## src/rtl/eint_pkg.sv

```systemverilog
`timescale 1ns/1ps
package eint_pkg;
  // Bit positions inside a line configuration word
  localparam int CFG_EN_BIT  = 16;
  localparam int CFG_LVL_BIT = 9;
  localparam int CFG_POL_BIT = 8;

  // Stored per-line configuration
  typedef struct packed {
    logic en;
    logic lvl;
    logic pol;
  } lineCfg_t;

  // Strobes from control to datapath, one per line
  typedef struct packed {
    logic reload;     // configuration word written this cycle
    logic newInvert;  // inversion the line will use after the write
  } lineStrobe_t;

  // Level sensing treats polarity 1 as active high, while edge sensing
  // treats polarity 0 as rising; inversion is therefore lvl xor pol.
  function automatic logic invertOf(input logic lvl, input logic pol);
    return lvl ^ pol;
  endfunction
endpackage

```

## src/rtl/eint_ctrl.sv

```systemverilog
`timescale 1ns/1ps
module eint_ctrl
  import eint_pkg::*;
#(
  parameter int LINES  = 2,
  parameter int ADDR_W = 4,
  parameter int DATA_W = 32
) (
  input  logic                     clk,
  input  logic                     rst,
  input  logic                     busWrEn,
  input  logic [ADDR_W-1:0]        busAddr,
  input  logic [DATA_W-1:0]        busWrData,
  output logic [DATA_W-1:0]        busRdData,
  output lineCfg_t [LINES-1:0]     lineCfg,
  output lineStrobe_t [LINES-1:0]  lineStrobe
);
  localparam int IDX_W = ADDR_W - 2;

  logic [IDX_W-1:0] wordIdx;
  logic             aligned;
  lineCfg_t         wrCfg;
  logic             unusedWrBits;

  assign wordIdx      = busAddr[ADDR_W-1:2];
  assign aligned      = (busAddr[1:0] == 2'b00);
  assign unusedWrBits = ^busWrData;

  always_comb begin
    wrCfg.en  = busWrData[CFG_EN_BIT];
    wrCfg.lvl = busWrData[CFG_LVL_BIT];
    wrCfg.pol = busWrData[CFG_POL_BIT];
  end

  for (genvar g = 0; g < LINES; g++) begin : g_line
    logic     hit;
    lineCfg_t cfgQ;

    // Word 0 is the global register; lines start at word 1
    assign hit = busWrEn && aligned && (wordIdx == IDX_W'(g + 1));

    always_ff @(posedge clk or posedge rst) begin
      if (rst)      cfgQ <= '0;
      else if (hit) cfgQ <= wrCfg;
    end

    assign lineCfg[g]              = cfgQ;
    assign lineStrobe[g].reload    = hit;
    assign lineStrobe[g].newInvert = invertOf(wrCfg.lvl, wrCfg.pol);
  end

  always_comb begin
    busRdData = '0;
    for (int l = 0; l < LINES; l++) begin
      if (aligned && (wordIdx == IDX_W'(l + 1))) begin
        busRdData[CFG_EN_BIT]  = lineCfg[l].en;
        busRdData[CFG_LVL_BIT] = lineCfg[l].lvl;
        busRdData[CFG_POL_BIT] = lineCfg[l].pol;
      end
    end
  end
endmodule

```

## src/rtl/eint_sync.sv

```systemverilog
`timescale 1ns/1ps
module eint_sync #(
  parameter int WIDTH  = 2,
  parameter int STAGES = 2
) (
  input  logic             clk,
  input  logic             rst,
  input  logic [WIDTH-1:0] din,
  output logic [WIDTH-1:0] dout
);
  logic [WIDTH-1:0] stage [STAGES];

  always_ff @(posedge clk or posedge rst) begin
    if (rst) begin
      for (int s = 0; s < STAGES; s++) stage[s] <= '0;
    end else begin
      stage[0] <= din;
      for (int s = 1; s < STAGES; s++) stage[s] <= stage[s-1];
    end
  end

  assign dout = stage[STAGES-1];
endmodule

```

## src/rtl/eint_datapath.sv

```systemverilog
`timescale 1ns/1ps
module eint_datapath
  import eint_pkg::*;
#(
  parameter int LINES       = 2,
  parameter int SYNC_STAGES = 2
) (
  input  logic                    clk,
  input  logic                    rst,
  input  logic [LINES-1:0]        pinRaw,
  input  lineCfg_t [LINES-1:0]    lineCfg,
  input  lineStrobe_t [LINES-1:0] lineStrobe,
  output logic [LINES-1:0]        irqOut
);
  logic [LINES-1:0] pinSync;

  eint_sync #(.WIDTH(LINES), .STAGES(SYNC_STAGES)) u_sync (
    .clk  (clk),
    .rst  (rst),
    .din  (pinRaw),
    .dout (pinSync)
  );

  for (genvar g = 0; g < LINES; g++) begin : g_lane
    logic norm;
    logic histQ;

    assign norm = pinSync[g] ^ invertOf(lineCfg[g].lvl, lineCfg[g].pol);

    // History follows the corrected pin; on a config write it is loaded
    // with the pin corrected by the new setting so no false edge appears.
    always_ff @(posedge clk or posedge rst) begin
      if (rst)                       histQ <= 1'b0;
      else if (lineStrobe[g].reload) histQ <= pinSync[g] ^ lineStrobe[g].newInvert;
      else                           histQ <= norm;
    end

    always_comb begin
      if (!lineCfg[g].en)      irqOut[g] = 1'b0;
      else if (lineCfg[g].lvl) irqOut[g] = norm;
      else                     irqOut[g] = norm & ~histQ;
    end
  end
endmodule

```

## src/rtl/eint_normalizer.sv

```systemverilog
`timescale 1ns/1ps
module eint_normalizer
  import eint_pkg::*;
#(
  parameter int LINES  = 2,
  parameter int ADDR_W = 4,
  parameter int DATA_W = 32
) (
  input  logic              clk,
  input  logic              rst,
  input  logic              busWrEn,
  input  logic [ADDR_W-1:0] busAddr,
  input  logic [DATA_W-1:0] busWrData,
  output logic [DATA_W-1:0] busRdData,
  input  logic [LINES-1:0]  pinRaw,
  output logic [LINES-1:0]  irqOut
);
  lineCfg_t    [LINES-1:0] lineCfg;
  lineStrobe_t [LINES-1:0] lineStrobe;

  eint_ctrl #(.LINES(LINES), .ADDR_W(ADDR_W), .DATA_W(DATA_W)) u_ctrl (
    .clk        (clk),
    .rst        (rst),
    .busWrEn    (busWrEn),
    .busAddr    (busAddr),
    .busWrData  (busWrData),
    .busRdData  (busRdData),
    .lineCfg    (lineCfg),
    .lineStrobe (lineStrobe)
  );

  eint_datapath #(.LINES(LINES), .SYNC_STAGES(2)) u_dp (
    .clk        (clk),
    .rst        (rst),
    .pinRaw     (pinRaw),
    .lineCfg    (lineCfg),
    .lineStrobe (lineStrobe),
    .irqOut     (irqOut)
  );
endmodule

```

## config.mk

```make
export PLATFORM = sky130hd
export DESIGN_NAME = eint_normalizer
export DESIGN_NICKNAME = d
export VERILOG_FILES = /design/src/rtl/eint_pkg.sv /design/src/rtl/eint_ctrl.sv /design/src/rtl/eint_sync.sv /design/src/rtl/eint_datapath.sv /design/src/rtl/eint_normalizer.sv
export SDC_FILE = /design/constraint.sdc
export NUM_CORES = 1
export LEC_CHECK = 0
export BUFFER_PORTS_ARGS = -buffer_cell sky130_fd_sc_hd__buf_2
export CORE_MARGIN = 3
export CORE_UTILIZATION = 39
export CTS_BUF_LIST = sky130_fd_sc_hd__clkbuf_4
export DETAILED_ROUTE_END_ITERATION = 16
export PLACE_DENSITY = 0.9
export SYNTH_ARGS = -nofsm -noshare
export SYNTH_HDL_FRONTEND = slang
export SYNTH_SLANG_ARGS = --single-unit
```

## constraint.sdc

```tcl
create_clock -name clk -period 1.4 [get_ports clk]
set_input_delay 0.21 -clock clk [delete_from_list [all_inputs] [get_ports clk]]
set_output_delay 0.21 -clock clk [all_outputs]
set_load 0.01 [all_outputs]
```

==> flow_metrics.py, run 1 <==
metrics = {
    "detailed_routing": {
        "dr.pass1.iters": 4,
        "routed_wl_um": 1721,
        "wl_per_cell_um": 12.12,
        "drc": 0,
        "antenna_left": 0,
        "vias": 672,
        "drt-vias-per-instance": 4.732,
        "drt_iter0_drc": 16,
    },
    "clocking": {
        "htreeDepth": 1,
        "cts_max_path_buffers": 2,
        "cts_made_buffers": 3,
        "clock_latency_ns": 0.27,
        "cts_tree": "built",
        "cts_root_buffer": "clkbuf_4",
        "cts.sink_count": 12,
        "clkTransAtPathRegs_ns": 0.07,
    },
    "critical_path": {
        "path_buf_inv": 1,
        "crit_type": "reg -> out",
        "cp_slowest_cell": "dfrtp_1",
        "critPathMaxFanout": 2,
        "rrSetupSlack_ns": 0.16,
        "critPathRequiredTime_ns": 1.19,
        "crit_arrival_ns": 1.46,
        "max_stage_delay_ns": 0.40,
        "path_delay_family": "flip-flops",
        "path_cells": "xnor2_1 > or3_1 > a21boi_1 > buf_2",
        "endpoint_kind": "output pin",
        "start_kind": "register",
    },
    "sta": {
        "fin_crit_sh": 1.195,
        "finalHoldViolCount": 0,
        "fmax_ghz": 0.5979,
        "rsz0062_at_grt": "true",
        "fin_crit_ns": 1.672,
        "fin_setup_tns_ns": -0.4685,
        "setup_slack_ns": -0.2725,
        "finClkSkew_ns": 0.0004810,
        "setup_viol": 2,
        "slew_violations": 0,
    },
    "synth": {
        "syn_inst": 88,
        "synth_seq_cells": 12,
        "yosysWarnings": 0,
        "syn_area_um2": 855.8,
        "yosysUniqueCellTypes": 22,
        "avgSynthCellArea_um2": 9.725,
        "synth_area_leaders": "dfrtp_1 35%, buf_4 25%, mux2_2 7.9%, xnor2_1 5.1%, nor4_1 4.4%",
        "synth.yosys.seq_area_share": 0.3509,
        "yosys.area.top_type_share": 0.3509,
        "synth_area_leader_cell": "dfrtp_1",
    },
    "layout": {
        "mostFrequentLayoutCell": "conb_1",
        "final_cell_mix": "29 x conb_1, 16 x buf_2, 12 x dfrtp_1, 9 x buf_4",
        "synthToLayoutAreaGrowth_pct": 13.60,
        "finish.utilization": 0.4808,
        "n_antenna_cell": 0,
        "drive_gt1_frac": 0.3478,
        "nets": 158,
    },
    "floorplan": {
        "die_y_um": 52.85,
        "die-area_um2": 2793,
        "initial_core_util": 0.4233,
        "core_um2": 2022,
        "fp.dieW_um": 52.85,
        "fp-row-count": 16,
        "ios": 75,
    },
    "power": {
        "pwr_density_cell_nw_per_um2": 1067,
        "p_leak_nw": 0.4869,
        "ir_drop_mv": 0.8711,
    },
    "global_routing": {
        "grt_pass1_vias": 594,
        "grtUsageTotal": 0.1247,
        "grt_pass1_wl_um": 2477,
        "grt_max_degree": 13,
        "antenna_found_initial": 0,
        "overflow": 0,
    },
    "placement": {
        "dp_hpwl_um": 1377,
        "gp_congestion": 0.8642,
        "port_buffers": 16,
        "dp_slack_ns": -0.03639,
    },
    "outcome": {
        "outcome": "finished, violations left",
        "violations": "negative setup slack",
    },
    "worst_hold_path": {
        "worstHoldPathType": "in -> reg",
    },
    "run": {
        "max_cap_violations": 0,
    },
}
-- cell usage after synthesis (all sizes together) --
| library cell | count |
|---|---|
| buf | 30 |
| dfrtp | 12 |
| mux2 | 6 |
| nor4 | 6 |
| xnor2 | 5 |
| a22oi | 3 |
| inv | 3 |
| nor3 | 3 |
| a21boi | 2 |
| a311oi | 2 |
| nand2 | 2 |
| nand3 | 2 |
| nor2b | 2 |
| o211a | 2 |
| or3 | 2 |
| conb | 1 |
| nand2b | 1 |
| nor2 | 1 |
| or2b | 1 |
| or3b | 1 |
| xor2 | 1 |
-- worst paths after layout --
path	cells past startpoint	startpoint	to
max	4	u_dp.u_sync.dout[1]	irqOut[1]
min	1	pinRaw[0]	u_dp.u_sync.stage[2]
max reg2reg	4	u_ctrl.lineCfg[0]	u_dp.g_lane[0].histQ
min reg2reg	0	u_dp.u_sync.stage[2]	u_dp.u_sync.dout[0]
max in group asynchronous	3	rst	u_ctrl.lineCfg[4]
min in group asynchronous	3	rst	u_ctrl.lineCfg[2]
-- per-layer routing --
| metal | vias to the layer above | wire (um) | global-route usage |
|---|---|---|---|
| li1 | 307 | - | - |
| met1 | 305 | 555 | 0.1206 |
| met2 | 53 | 923 | 0.2335 |
| met3 | 7 | 189 | 0.01994 |
| met4 | 0 | 53 | 0.08936 |
| met5 | - | 0 | 0 |
-- through the flow --
stage          total power [W]  instance area (um2)  instances  hold WS, ns
3_5_place_dp         0.0008181                912.1        137       0.2307
3_3_place_gp         0.0007909                912.1        137       0.2175
4_1_cts               0.001035                957.2        142      0.02816
5_1_grt               0.001104                972.2        142      0.03539
2_1_floorplan        0.0007352                960.9        116      0.07470
6_report              0.001038                972.2        142      0.04233
-- registers in the layout, summed over array words and instances (netlist names) --
| name | flops |
|---|---|
| u_dp.u_sync.stage | 2 |
| u_dp.g_lane.histQ | 2 |
| u_dp.u_sync.dout | 2 |
| u_ctrl.lineCfg | 6 |
-- cell type report --
cell class | instances | area, um2
Clock buffer | 3 | 22.52
Fill cell | 183 | 1050
Inverter | 3 | 11.26
Multi-Input combinational cell | 71 | 446.7
Sequential cell | 12 | 300.3
Tap cell | 27 | 33.78
Timing Repair Buffer | 26 | 157.7
-- cells by family (layout without fill, tap and decap cells) --
kind of cell,after synthesis,count (layout),share of synthesized area
flops,12,12,0.3509
mux,6,6,0.07894
simple gates,21,21,0.1433
buf+inv,33,32,0.2734
xor+xnor,6,6,0.06140
compound gates,9,9,0.08772
other cells,1,29,0.004382
-- where the power goes --
part,leakage (nW),switching (W),internal [W]
combinational,0.330,0.000199,0.000185
sequential,0.143,0.0000353,0.000414
clock,0.0138,0.000104,0.0000996
total,0.487,0.000338,0.000699
-- repair_timing --
item | 4_1_cts | 5_1_grt
setup endpoints to repair | 3 | 5
hold endpoints to repair | 12 | 0
setup buffers | 1 | 0
hold buffers | 1 | 0
gates resized for setup | 3 | 4
pin swaps | 1 | 1
Note: power is estimated with default switching activity, not from simulation.
==> run 2: changes to the inputs <==
CORE_MARGIN = 8   (was 3)
==> run 2 against run 1 <==
  * The flow still finishes with violations (negative setup slack)
  * Final cell count is 3.5% higher
  * Die area is 41% higher
  * Clock skew is 0.0022 ns higher
==> flow_metrics.py, run 2 (synthesized netlist as in run 1, its figures left out) <==
metrics = {
    "detailed_routing": {
        "antenna_left": 0,
        "dr.pass1.iters": 4,
        "wl_per_cell_um": 12.44,
        "routed_wl_um": 1828,
        "drc": 0,
        "drt_iter0_drc": 11,
        "drt-vias-per-instance": 4.395,
        "vias": 646,
    },
    "sta": {
        "finalHoldViolCount": 0,
        "hold-worst-slack_ns": 0.04944,
        "fmax_ghz": 0.6183,
        "setup_viol": 2,
        "finClkSkew_ns": 0.002666,
        "setup_slack_ns": -0.2174,
        "fin_crit_sh": 1.155,
        "rsz0062_at_grt": "true",
        "slew_violations": 0,
        "fin_crit_ns": 1.617,
    },
    "critical_path": {
        "crit_type": "reg -> out",
        "crit_arrival_ns": 1.41,
        "start_kind": "register",
        "endpoint_kind": "output pin",
        "critPathMaxFanout": 2,
        "critPathRequiredTime_ns": 1.19,
    },
    "clocking": {
        "cts_max_path_buffers": 2,
        "clock_latency_ns": 0.26,
        "cts_root_buffer": "clkbuf_4",
        "htreeDepth": 1,
        "clkTransAtPathRegs_ns": 0.07,
        "cts_made_buffers": 3,
        "cts.sink_count": 12,
        "cts_tree": "built",
    },
    "outcome": {
        "violations": "negative setup slack",
        "outcome": "finished, violations left",
    },
    "layout": {
        "drive_gt1_frac": 0.3529,
        "finish.utilization": 0.4648,
        "mostFrequentLayoutCell": "conb_1",
        "nFillCells": 196,
        "nets": 161,
        "final_cell_mix": "29 x conb_1, 16 x buf_2, 12 x dfrtp_1, 11 x buf_4",
        "largest_reg_flops": 6,
        "n_antenna_cell": 0,
        "synthToLayoutAreaGrowth_pct": 16.67,
    },
    "global_routing": {
        "overflow": 0,
        "grt_pass1_vias": 725,
        "grt_max_degree": 13,
        "gr-usage-met2": 0.1682,
        "grtUsageTotal": 0.09258,
        "top_usage_layer": "met2",
        "antenna_found_initial": 0,
        "grt_util_met3": 0.06452,
        "grt_use_met1": 0.07645,
        "grt_pass1_wl_um": 3049,
    },
    "floorplan": {
        "die_y_um": 62.85,
        "fp-row-count": 17,
        "core_um2": 2148,
        "initial_core_util": 0.3984,
        "ios": 75,
        "die-area_um2": 3949,
        "fp.dieW_um": 62.85,
    },
    "power": {
        "p_leak_nw": 0.5023,
        "ir_drop_mv": 0.7430,
        "pwr_density_cell_nw_per_um2": 1059,
    },
    "run": {
        "max_cap_violations": 0,
    },
    "placement": {
        "dp_slack_ns": -0.02000,
        "gp_congestion": 0.8859,
        "dp_hpwl_um": 1519,
        "port_buffers": 16,
    },
    "worst_hold_path": {
        "worstHoldPathType": "in -> reg",
    },
}
-- run 2: changes by cell type in the layout (fill, tap and decap cells not counted) --
| cell | delta |
|---|---|
| nor3_2 | -1 |
| buf_6 | +1 |
| nor3_1 | +1 |
| buf_4 | +2 |
| clkinv_1 | +1 |
-- run 2: worst paths after layout --
check	startpoint	end	slack, ns	cells past startpoint
max reg2reg	u_ctrl.lineCfg[0]	u_dp.g_lane[0].histQ	0.17	4
max in group asynchronous	rst	u_dp.g_lane[1].histQ	0.59	3
min in group asynchronous	rst	u_ctrl.lineCfg[2]	0.50	3
min reg2reg	u_dp.u_sync.stage[2]	u_dp.u_sync.dout[0]	0.36	0
max	u_ctrl.lineCfg[0]	irqOut[0]	-0.22	4
min	pinRaw[0]	u_dp.u_sync.stage[2]	0.05	1
-- run 2: per-stage QoR --
stage	cell area, um2	setup TNS [ns]	total power [W]	instances
floorplan	960.9	0	0.0007352	116
global placement	920.9	0	0.0007938	139
detailed placement	920.9	-0.02000	0.0008109	139
CTS	972.2	-0.4004	0.001041	146
global route	998.5	-0.5482	0.001132	147
finish	998.5	-0.4008	0.001058	147
-- run 2: cell type report --
cell class | count | area, um2 | share of cell area
clock buffer | 3 | 22.52 | 0.02256
multi-input combinational | 71 | 441.7 | 0.4424
timing repair buffer | 29 | 183.9 | 0.1842
sequential | 12 | 300.3 | 0.3008
inverter | 3 | 11.26 | 0.01128
clock inverter | 1 | 3.754 | 0.003759
tap | 28 | 35.03 | 0.03509
-- run 2: critical path, cell delays in order (launching register included) --
cell      delay [ns]
dfrtp_1         0.40
xnor2_1         0.15
or3_1           0.32
a21boi_1        0.13
buf_2           0.14
-- run 2: timing repair --
item	CTS	global route
gates cloned	0	0
gates resized for setup	2	5
hold buffers	1	0
pin swaps	0	1
buffers inserted	2	1
setup endpoints to repair	2	5
hold endpoints to repair	12	0
-- run 2: power breakdown --
part / internal, W / switching, W
clock network: 0.000103 / 0.000105
logic: 0.000201 / 0.000194
registers: 0.000414 / 0.0000400
total: 0.000718 / 0.000339
-- run 2: per-layer routing --
metal / vias up / share of wire
met5: - / 0
met4: 0 / 0.011
met3: 4 / 0.14
met2: 50 / 0.49
met1: 283 / 0.36
li1: 309 / -
